<file path="config.mk">
export PLATFORM = sky130hd
export DESIGN_NAME = quad_uart_hostif
export DESIGN_NICKNAME = d
export VERILOG_FILES = /design/src/rtl/hbi_pkg.sv /design/src/rtl/hbi_sync.sv /design/src/rtl/hbi_decode.sv /design/src/rtl/hbi_regstub.sv /design/src/rtl/quad_uart_hostif.sv
export SDC_FILE = /design/constraint.sdc
export NUM_CORES = 1
export LEC_CHECK = 0
export BUFFER_PORTS_ARGS = -buffer_cell sky130_fd_sc_hd__buf_2
export CAP_MARGIN = 20
export CORE_UTILIZATION = 40
export DETAILED_ROUTE_END_ITERATION = 10
export PLACE_DENSITY_LB_ADDON = 0.08
export SLEW_MARGIN = 10
export SYNTH_ARGS = -nofsm -noshare
export SYNTH_HDL_FRONTEND = slang
export SYNTH_SLANG_ARGS = --single-unit
</file>
<file path="constraint.sdc">
create_clock -name clk -period 3.6 [get_ports clk]
set_input_delay 0.72 -clock clk [delete_from_list [all_inputs] [get_ports clk]]
set_output_delay 0.72 -clock clk [all_outputs]
set_load 0.02 [all_outputs]
</file>
<file path="src/rtl/hbi_pkg.sv">
// Package: shared constants and helpers for the dual-style host bus front end.
// Assumes exactly four channels, because the pin reinterpretation is fixed at four.
package hbi_pkg;
    localparam int NCH = 4;
    localparam int CHW = $clog2(NCH);

    // Count how many active-low selects are asserted.
    function automatic int sel_count(input logic [NCH-1:0] sel_n);
        int n;
        n = 0;
        for (int i = 0; i < NCH; i++) begin
            if (!sel_n[i]) n++;
        end
        return n;
    endfunction
endpackage

</file>
<file path="src/rtl/hbi_sync.sv">
// Module: two-flop synchronizer for a vector of asynchronous bus pins.
// Assumes each bit is stable long enough to be sampled; no bus-coherence guarantee.
module hbi_sync #(
    parameter int W = 8,
    parameter logic [W-1:0] RST_VAL = '1
) (
    input  logic         clk,
    input  logic         rst_n,
    input  logic [W-1:0] d,
    output logic [W-1:0] q
);
    logic [W-1:0] meta;

    // Two-stage capture into the clock domain.
    always_ff @(posedge clk) begin
        if (!rst_n) begin
            meta <= RST_VAL;
            q    <= RST_VAL;
        end else begin
            meta <= d;
            q    <= meta;
        end
    end
endmodule

</file>
<file path="src/rtl/hbi_decode.sv">
// Module: synchronizes the bus pins, detects strobe edges, and decodes each access
// into a channel, a register index and a read or write, in either bus style.
// Assumes mode_sel is a static strap, and that address and data are stable
// while a strobe is active.
module hbi_decode
    import hbi_pkg::*;
#(
    parameter int DW = 8,
    parameter int AW = 3
) (
    input  logic           clk,
    input  logic           rst_n,
    input  logic           mode_sel,
    input  logic [NCH-1:0] cs_n,
    input  logic           rd_n,
    input  logic           wr_n,
    input  logic [AW-1:0]  addr,
    input  logic [DW-1:0]  din,
    output logic           wr_pulse,
    output logic [CHW-1:0] wr_chan,
    output logic [AW-1:0]  wr_idx,
    output logic [DW-1:0]  wr_data,
    output logic           rd_act,
    output logic [CHW-1:0] rd_chan,
    output logic [AW-1:0]  rd_idx
);
    localparam int SW = NCH + 2 + AW + DW;

    logic [SW-1:0]  s_vec;
    logic [NCH-1:0] s_cs_n;
    logic           s_rd_n, s_wr_n;
    logic [AW-1:0]  s_addr;
    logic [DW-1:0]  s_din;
    logic           p_cs0, p_rd, p_wr;
    logic           one_sel;
    logic [CHW-1:0] chan_hi, chan;
    logic           rd_go, wr_go, rd_end;

    hbi_sync #(.W(SW), .RST_VAL('1)) u_sync (
        .clk  (clk),
        .rst_n(rst_n),
        .d    ({cs_n, rd_n, wr_n, addr, din}),
        .q    (s_vec)
    );

    assign {s_cs_n, s_rd_n, s_wr_n, s_addr, s_din} = s_vec;

    // Remember the previous synchronized strobe levels for edge detection.
    always_ff @(posedge clk) begin
        if (!rst_n) begin
            p_cs0 <= 1'b1;
            p_rd  <= 1'b1;
            p_wr  <= 1'b1;
        end else begin
            p_cs0 <= s_cs_n[0];
            p_rd  <= s_rd_n;
            p_wr  <= s_wr_n;
        end
    end

    // Channel from the per-channel selects: index of the lowest active select.
    always_comb begin
        chan_hi = '0;
        for (int i = NCH - 1; i >= 0; i--) begin
            if (!s_cs_n[i]) chan_hi = CHW'(i);
        end
    end

    assign one_sel = (sel_count(s_cs_n) == 1);

    // Style-dependent start, end and channel decode.
    always_comb begin
        if (mode_sel) begin
            chan   = chan_hi;
            rd_go  = p_rd && !s_rd_n && one_sel;
            wr_go  = !p_wr && s_wr_n && one_sel;
            rd_end = (!p_rd && s_rd_n) || !one_sel;
        end else begin
            chan   = {s_cs_n[2], s_cs_n[1]};
            rd_go  = p_cs0 && !s_cs_n[0] && s_wr_n;
            wr_go  = !p_cs0 && s_cs_n[0] && !s_wr_n;
            rd_end = !p_cs0 && s_cs_n[0];
        end
    end

    // Write request register: one pulse per qualifying strobe edge.
    always_ff @(posedge clk) begin
        if (!rst_n) begin
            wr_pulse <= 1'b0;
            wr_chan  <= '0;
            wr_idx   <= '0;
            wr_data  <= '0;
        end else begin
            wr_pulse <= wr_go;
            wr_chan  <= chan;
            wr_idx   <= s_addr;
            wr_data  <= s_din;
        end
    end

    // Read-in-progress state with the channel and index captured at start.
    always_ff @(posedge clk) begin
        if (!rst_n) begin
            rd_act  <= 1'b0;
            rd_chan <= '0;
            rd_idx  <= '0;
        end else if (rd_go) begin
            rd_act  <= 1'b1;
            rd_chan <= chan;
            rd_idx  <= s_addr;
        end else if (rd_end) begin
            rd_act  <= 1'b0;
        end
    end


    wr_single_chk: assert property (@(posedge clk) disable iff (!rst_n)
        wr_pulse |=> !wr_pulse);


    multi_sel_ignore_chk: assert property (@(posedge clk) disable iff (!rst_n)
        (mode_sel && sel_count(s_cs_n) > 1) |=> !rd_act);


    rd_write_excl_chk: assert property (@(posedge clk) disable iff (!rst_n)
        (!mode_sel && !s_wr_n && p_cs0 && !s_cs_n[0]) |=> !$rose(rd_act));
endmodule

</file>
<file path="src/rtl/hbi_regstub.sv">
// Module: per-channel register stub that stands in for the channel datapaths.
// Each channel holds 2**AW registers of DW bits. Register MCR_IDX carries the
// interrupt-pin enable in bit IE_BIT.
module hbi_regstub
    import hbi_pkg::*;
#(
    parameter int DW      = 8,
    parameter int AW      = 3,
    parameter int MCR_IDX = 4,
    parameter int IE_BIT  = 3
) (
    input  logic           clk,
    input  logic           rst_n,
    input  logic           wr_en,
    input  logic [CHW-1:0] wr_chan,
    input  logic [AW-1:0]  wr_idx,
    input  logic [DW-1:0]  wr_data,
    input  logic [CHW-1:0] rd_chan,
    input  logic [AW-1:0]  rd_idx,
    output logic [DW-1:0]  rd_data,
    output logic [NCH-1:0] irq_en
);
    localparam int NREG = 1 << AW;

    logic [DW-1:0] regs [NCH][NREG];

    for (genvar c = 0; c < NCH; c++) begin : g_ch
        // Register file of one channel, written on a matching request.
        always_ff @(posedge clk) begin
            if (!rst_n) begin
                for (int k = 0; k < NREG; k++) regs[c][k] <= '0;
            end else if (wr_en && wr_chan == CHW'(c)) begin
                regs[c][wr_idx] <= wr_data;
            end
        end

        assign irq_en[c] = regs[c][MCR_IDX][IE_BIT];


        reg_write_chk: assert property (@(posedge clk) disable iff (!rst_n)
            (wr_en && wr_chan == CHW'(c)) |=> (regs[c][$past(wr_idx)] == $past(wr_data)));
    end

    assign rd_data = regs[rd_chan][rd_idx];
endmodule

</file>
<file path="src/rtl/quad_uart_hostif.sv">
// Module: top of the dual-style host bus front end. It ties the decoder to the
// register stub and forms the interrupt and combined ready pins.
// Assumes mode_sel is a strap that changes only while the bus is idle.
module quad_uart_hostif
    import hbi_pkg::*;
#(
    parameter int DW = 8,
    parameter int AW = 3
) (
    input  logic           clk,
    input  logic           rst_n,
    input  logic           mode_sel,
    input  logic [3:0]     cs_n,
    input  logic           rd_n,
    input  logic           wr_n,
    input  logic [AW-1:0]  addr,
    input  logic [DW-1:0]  din,
    output logic [DW-1:0]  dout,
    output logic           dout_oe,
    input  logic [3:0]     chan_irq,
    input  logic [3:0]     chan_txrdy_n,
    input  logic [3:0]     chan_rxrdy_n,
    output logic [3:0]     irq_o,
    output logic [3:0]     irq_oe,
    output logic           txrdy_n,
    output logic           rxrdy_n
);
    logic           wr_pulse, rd_act;
    logic [CHW-1:0] wr_chan, rd_chan;
    logic [AW-1:0]  wr_idx, rd_idx;
    logic [DW-1:0]  wr_data, rd_data;
    logic [NCH-1:0] irq_en;

    hbi_decode #(.DW(DW), .AW(AW)) u_dec (
        .clk     (clk),
        .rst_n   (rst_n),
        .mode_sel(mode_sel),
        .cs_n    (cs_n),
        .rd_n    (rd_n),
        .wr_n    (wr_n),
        .addr    (addr),
        .din     (din),
        .wr_pulse(wr_pulse),
        .wr_chan (wr_chan),
        .wr_idx  (wr_idx),
        .wr_data (wr_data),
        .rd_act  (rd_act),
        .rd_chan (rd_chan),
        .rd_idx  (rd_idx)
    );

    hbi_regstub #(.DW(DW), .AW(AW), .MCR_IDX(4), .IE_BIT(3)) u_regs (
        .clk    (clk),
        .rst_n  (rst_n),
        .wr_en  (wr_pulse),
        .wr_chan(wr_chan),
        .wr_idx (wr_idx),
        .wr_data(wr_data),
        .rd_chan(rd_chan),
        .rd_idx (rd_idx),
        .rd_data(rd_data),
        .irq_en (irq_en)
    );

    assign dout    = rd_data;
    assign dout_oe = rd_act;

    // Interrupt pins: per-channel enabled outputs, or one wired-OR device line.
    always_comb begin
        if (mode_sel) begin
            irq_o  = chan_irq;
            irq_oe = irq_en;
        end else begin
            irq_o  = '0;
            irq_oe = {3'b111, |chan_irq};
        end
    end

    assign txrdy_n = &chan_txrdy_n;
    assign rxrdy_n = &chan_rxrdy_n;


    dev_irq_low_chk: assert property (@(posedge clk) disable iff (!rst_n)
        (!mode_sel && chan_irq != '0) |-> (irq_oe[0] && !irq_o[0]));


    ready_and_chk: assert property (@(posedge clk) disable iff (!rst_n)
        !txrdy_n |-> (chan_txrdy_n != 4'hF));
endmodule

</file>
**Yosys cells after proc, flatten, opt, wreduce, memory -nomap -nowiden**

Memory sizes are Yosys's and may differ from the RTL's. A register that Yosys moved wholly into a read port is not among the register bits.
Index checks and enable logic that the tools add are counted.

- Add/subtract/negate cells: 3
- Reductions and logical operators: 27
- Eq/ne operators: 4
- $lt $le $gt $ge: 3
- Bitwise gates (word level): 258
- Multiplexer cells: 292

Operators by type and width:

| kind | number |
|---|---|
| 1-bit two-way mux | 271 |
| 64-bit two-way mux | 4 |
| 1-bit OR | 256 |
| 32-bit two-way mux | 3 |
| 32-bit by 2-bit adder with 32-bit output (second input constant) | 2 |
| 32-bit by 2-bit == test with 1-bit output (second input constant) | 1 |
| 8-bit binary-select mux with 3-bit select | 1 |
| 8-bit demux with 3-bit select | 1 |
| 8-bit two-way mux | 3 |
| 1-bit logical AND | 14 |
| 2-bit two-way mux | 7 |
| 4-bit >= comparator (second input constant) | 2 |
| 4-bit two-way mux | 2 |
| 3-bit inverter with 4-bit output | 2 |
| 4-bit AND reduction | 2 |
| 1-bit logical NOT | 7 |
| 2-bit == test (second input constant) | 2 |
| 4-bit by 1-bit less-than comparator with 1-bit output (second input constant) | 1 |
| 4-bit OR reduction | 1 |
| 1-bit by 1-bit adder with 2-bit output (second input constant) | 1 |
| 2-bit by 1-bit == test with 1-bit output (second input constant) | 1 |
| 2-bit logical NOT | 1 |
| 2-bit nonzero test | 1 |
| 1-bit logical OR | 1 |

- Output and inout bits: 19
- Memories kept: 1
- Input port bits: 32
- Bits in registers: 57
- Memory bits (writable): 256
- Logic and storage cells: 600

Memories:

| name | depth | bits a word | read ports | clocked after memory_dff | write ports | RTL line | text |
|---|---|---|---|---|---|---|---|
| u_regs.regs | 4 | 64 | 5 | 1 | 4 | hbi_regstub.sv:25 | `logic [DW-1:0] regs [NCH][NREG];` |

**Longest topological paths before layout**

- Depth after elaboration: 13
- Depth in mapped cells: 9
- Depth with buffers taken out: 9

**Modules after synthesis**

From an unflattened synthesis, not the netlist that was laid out.

- Cell total of the unflattened synthesis: 915
- Area, all modules: 13730.7 um^2

By module, submodules not included:

| module | cells each | times used | area an instance (um^2) |
|---|---|---|---|
| hbi_regstub | 736 | 1 | 11827.6 |
| hbi_decode | 96 | 1 | 913.4 |
| hbi_sync | 71 | 1 | 912.1 |
| quad_uart_hostif | 12 | 1 | 77.6 |

**Least setup slack after synthesis**

Ideal clock, no wire load.

- Kind: register to output
- From: register (tool-made name)
- To: output port dout[0]
- Cell stages (with the launch flop): 6
- Path slack: 837 ps
- Arrival: 2043 ps
- Data required time: 2880 ps
- Cells stage by stage: dfxtp_1 clkbuf_1 clkbuf_1 mux4_2 mux4_2 mux2_2

RTL lines:

| item | RTL line | text |
|---|---|---|
| end: declaration | quad_uart_hostif.sv:18 | `output logic [DW-1:0] dout,` |

==> results by stage <==
Outcome:
- The run finished with clean final reports.

Flow run:
- The reported max-cap violation count is 0.

Logic synthesis:
- Summing the areas of all xor and xnor instances in the mapped netlist gives 0.1274% of the synthesized area.
- The gate count after technology mapping is 916.
- Counting every net in the synthesized netlist gives 951.
- The post-synthesis cell type with the largest combined area is sky130_fd_sc_hd__edfxtp_1.
- For this run, the number of Yosys warnings is 0.
- The share of synthesized area spent on multiplexers is 14.19%.
- The cell area after synthesis is 13750 µm².
- The share of synthesized area occupied by flip-flops and latches is 64.49%.
- Summing the areas of all compound-gate instances in the mapped netlist gives 1.847% of the synthesized area.
- The number of distinct library cell variants in the gate-level netlist after synthesis is 38.
- After Yosys synthesis, and, or, nand and nor cells account for 16.86% of the synthesized area.
- The average cell area after synthesis is 15.01 µm².
- The flop and latch count out of synthesis is 315.
- Ranked by total cell area, the synthesized netlist is headed by sky130_fd_sc_hd__edfxtp_1 56%, sky130_fd_sc_hd__mux4_2 13%, sky130_fd_sc_hd__and2_1 12%.
- The adder-cell share of the synthesized area is 0.2730%.
- The main combinational cell family by area after synthesis is simple AND/OR/NAND/NOR gates.
- The share of the synthesized area in the top cell type is 55.91%.

Timing:
- Setup violations remaining at the end of the flow were counted as 0.
- On the final layout, the worst clock skew is 0.007642 ns.
- The hold violation total from the final report came to 0.
- Setup repair after global routing left no endpoint under its margin.
- For the finished layout, the period the worst path requires is 3.446 ns.
- Setup slack on the critical path of the routed design comes to 0.1539 ns.
- Of the available clock period, the critical path in the final layout requires 95.73%.
- Static timing analysis puts the maximum clock frequency at 290.2 MHz.
- The number of pins with negative max-slew slack in the final report is 0.
- The worst relative slew slack is 29.07%.
- The worst hold slack is 0.3823 ns.
- Adding up every negative setup slack in the final design gives 0 ns.
- The slew at the pin closest to its max-slew limit is 1.053 ns.

Power:
- The worst-case IR drop observed on VDD is 0.3272 mV.
- The design draws 8.338 mW.
- The leakage power is 5.811 nW.
- Power spread over the standard cell area amounts to 523.3 nW/µm².

Floorplan:
- The standard-cell row count is 67.
- The area inside the core boundary is 33700 µm².
- Pin placement for this block handled 51 I/O pins.
- The die is 187.4 µm tall.
- The die covers 35120 µm².
- From left edge to right edge, the die measures 187.4 µm.
- For this configuration, the core starts out at a cell density of 40.80%.

Setup path:
- The worst setup path is of the flip-flop to primary output kind.
- The worst setup path is launched from a flip-flop.
- The data arrival time at the worst-slack endpoint is 2.73 ns.
- Of all nets on the critical path, the largest fanout is 17.
- The sort of element at the end of the critical path is a primary output.
- For the worst setup path, the data required time is 2.88 ns.

Placed design:
- The post-DP HPWL is 23120 µm.
- The final weighted congestion in routability-driven placement is 0.8078.
- OpenSTA, run right after detailed placement, puts the worst setup slack at 0.5293 ns.
- The number of placed instances, taps included, is 1386.
- Port buffering added 50 buffers.

CTS:
- Once the clock tree was built, the resizer swapped 0 gates to a different size.
- The root buffer selected by CTS is sky130_fd_sc_hd__clkbuf_16.
- The number of clock sinks seen by CTS is 315.
- CTS built an H-tree with a depth of 2.
- Clock tree synthesis inserted a total of 37 buffers.
- At the later pin of the worst-skew pair, clock insertion delay measures 0.52 ns.
- The CTS tree is yes.
- Counting along the longest clock path gives a buffer depth of 3.
- The clock transition at the registers of the reported paths is 0.06 ns.

Finish:
- After the flow finishes, the layout carries non-filler instances totaling 1466.
- The post-layout net count is 1024.
- The ratio of cells with drive above 1 in the final layout is 24.48%.
- In the layout the commonest cells are 268 x sky130_fd_sc_hd__and2_1, 256 x sky130_fd_sc_hd__edfxtp_1, 80 x sky130_fd_sc_hd__mux4_2.
- The filler cells instantiated in the layout total 2990.
- The most frequent standard cell in the layout excluding fill and tap cells is sky130_fd_sc_hd__and2_1.
- The area growth from synthesis to layout is 15.86%.

Global route:
- The total congestion overflow after global routing is 0.
- The via count of the first global-routing pass is 7518.
- The pin count of the biggest net entering global routing is 69.
- The wire length of the first global-routing pass is 51610 µm.
- In the global route stage, overall resource usage came out at 20.37%.
- The number of antenna violations at the first check in global routing is 2.

Routing:
- The number of design-rule violations left by the first detailed-router iteration is 598.
- The routed design has 34680 µm of wire.
- Dividing the detail-routed via count by the number of cells gives 5.286.
- The count of antenna-violating nets left after detailed routing is 0.
- In the routed design, unresolved DRC markers number 0.
- The routed wire length per instance is 23.65 µm.
- The routed layout has 7749 vias.
- The number of search-and-repair iterations in the first detailed-routing pass is 4.

Hold path:
- The tightest min-delay check is of the input pin to flip-flop type.
## sequential cells by signal, summed over array words and instances (netlist names), named ones only
register and cells:
u_dec.p_cs0 1, u_dec.p_rd 1, u_dec.wr_data 8, u_regs.regs 256, u_dec.u_sync.meta 17, u_dec.wr_idx 3
u_dec.u_sync.q 17, u_dec.wr_chan 2, u_dec.p_wr 1, u_dec.rd_act 1, u_dec.wr_pulse 1, u_dec.rd_idx 3
u_dec.rd_chan 2
## cell usage after synthesis
master / n
sky130_fd_sc_hd__dfxtp_1: 59
sky130_fd_sc_hd__nand2_1: 12
sky130_fd_sc_hd__nand3_1: 2
sky130_fd_sc_hd__o21ai_0: 34
sky130_fd_sc_hd__mux2i_1: 6
sky130_fd_sc_hd__a31oi_1: 1
sky130_fd_sc_hd__or3_1: 4
sky130_fd_sc_hd__buf_4: 6
sky130_fd_sc_hd__nand4_1: 1
sky130_fd_sc_hd__inv_1: 8
sky130_fd_sc_hd__nand4b_1: 2
sky130_fd_sc_hd__buf_2: 2
sky130_fd_sc_hd__mux2_2: 8
sky130_fd_sc_hd__nor4bb_1: 1
sky130_fd_sc_hd__clkbuf_1: 48
sky130_fd_sc_hd__buf_1: 7
sky130_fd_sc_hd__a221oi_1: 4
sky130_fd_sc_hd__nor4b_1: 2
sky130_fd_sc_hd__or3b_2: 2
sky130_fd_sc_hd__o21a_1: 1
sky130_fd_sc_hd__nor4_1: 3
sky130_fd_sc_hd__nand3b_1: 5
sky130_fd_sc_hd__ha_1: 3
sky130_fd_sc_hd__and3_1: 1
sky130_fd_sc_hd__a211oi_1: 1
sky130_fd_sc_hd__nand2b_1: 40
sky130_fd_sc_hd__a21oi_1: 1
sky130_fd_sc_hd__mux4_2: 80
sky130_fd_sc_hd__and4_1: 2
sky130_fd_sc_hd__o31ai_2: 1
sky130_fd_sc_hd__a32o_1: 1
sky130_fd_sc_hd__nor2b_1: 1
sky130_fd_sc_hd__and4b_1: 1
sky130_fd_sc_hd__xnor2_1: 2
sky130_fd_sc_hd__buf_6: 1
sky130_fd_sc_hd__and2_1: 268
sky130_fd_sc_hd__nor2_1: 39
sky130_fd_sc_hd__edfxtp_1: 256
## timing repair
| action | 4_1_cts | 5_1_grt |
|---|---|---|
| hold buffers | 0 | 0 |
| setup buffers | 4 | 0 |
| setup endpoints to repair | 2 | 0 |
## power breakdown
group	internal [mW]	switching (mW)
clock network	2.25	1.45
registers	4.05	0.134
logic	0.212	0.247
total	6.51	1.83
## through the flow
step	area (µm²)	util, %
final	15930	47.27
after detailed placement	14660	43.49
after global routing	15930	47.27
after CTS	15890	47.15
after global placement	14640	43.43
after floorplan	13750	-
## kinds of logic (layout without fill, tap and decap cells)
family / after synthesis / in the layout
AOI/OAI and AO/OA: 44 / 44
xor gates and xnor gates: 2 / 2
adders and majority gates: 3 / 3
buffers and inverters: 72 / 173
DFF: 315 / 315
muxes: 94 / 94
other: 0 / 1
and+or+nand+nor: 386 / 386
## layer usage
layer / track usage [%] / part of all wire (%) / routed length, µm / up-vias
li1: - / - / - / 3478
met1: 31.74 / 48 / 16650 / 3977
met2: 29.18 / 43 / 14970 / 249
met3: 3.977 / 7.2 / 2494 / 45
met4: 4.722 / 1.6 / 560 / 0
met5: 0 / 0 / 0 / -
## final timing paths
check	startpoint	end	slack, ns	cells after the start
max	flip-flop	dout[5]	0.15	5
min	din[1]	u_dec.u_sync.meta[1]	0.38	2
max reg2reg	u_dec.u_sync.q[13]	flip-flop	0.76	8
min reg2reg	u_dec.u_sync.meta[14]	u_dec.u_sync.q[14]	0.40	1
## final cells by class
class / count / area, µm² / area share [%]
inverter: 8 / 30.03 / 0.1885
clock buffer: 50 / 1041 / 6.534
clock inverter: 17 / 161.4 / 1.013
tap: 448 / 560.5 / 3.518
sequential: 315 / 8881 / 55.75
multi-input combinational: 529 / 4579 / 28.74
timing repair buffer: 98 / 675.6 / 4.241
antenna: 1 / 2.502 / 0.01571
## worst max-delay path: stages, from the launching register on
cell and delay, ns:
sky130_fd_sc_hd__dfxtp_4 0.46, sky130_fd_sc_hd__buf_12 0.21, sky130_fd_sc_hd__mux4_2 0.55, sky130_fd_sc_hd__mux4_2 0.51, sky130_fd_sc_hd__mux2_2 0.30, sky130_fd_sc_hd__buf_2 0.17
Note: power is estimated with default switching activity, not from simulation.
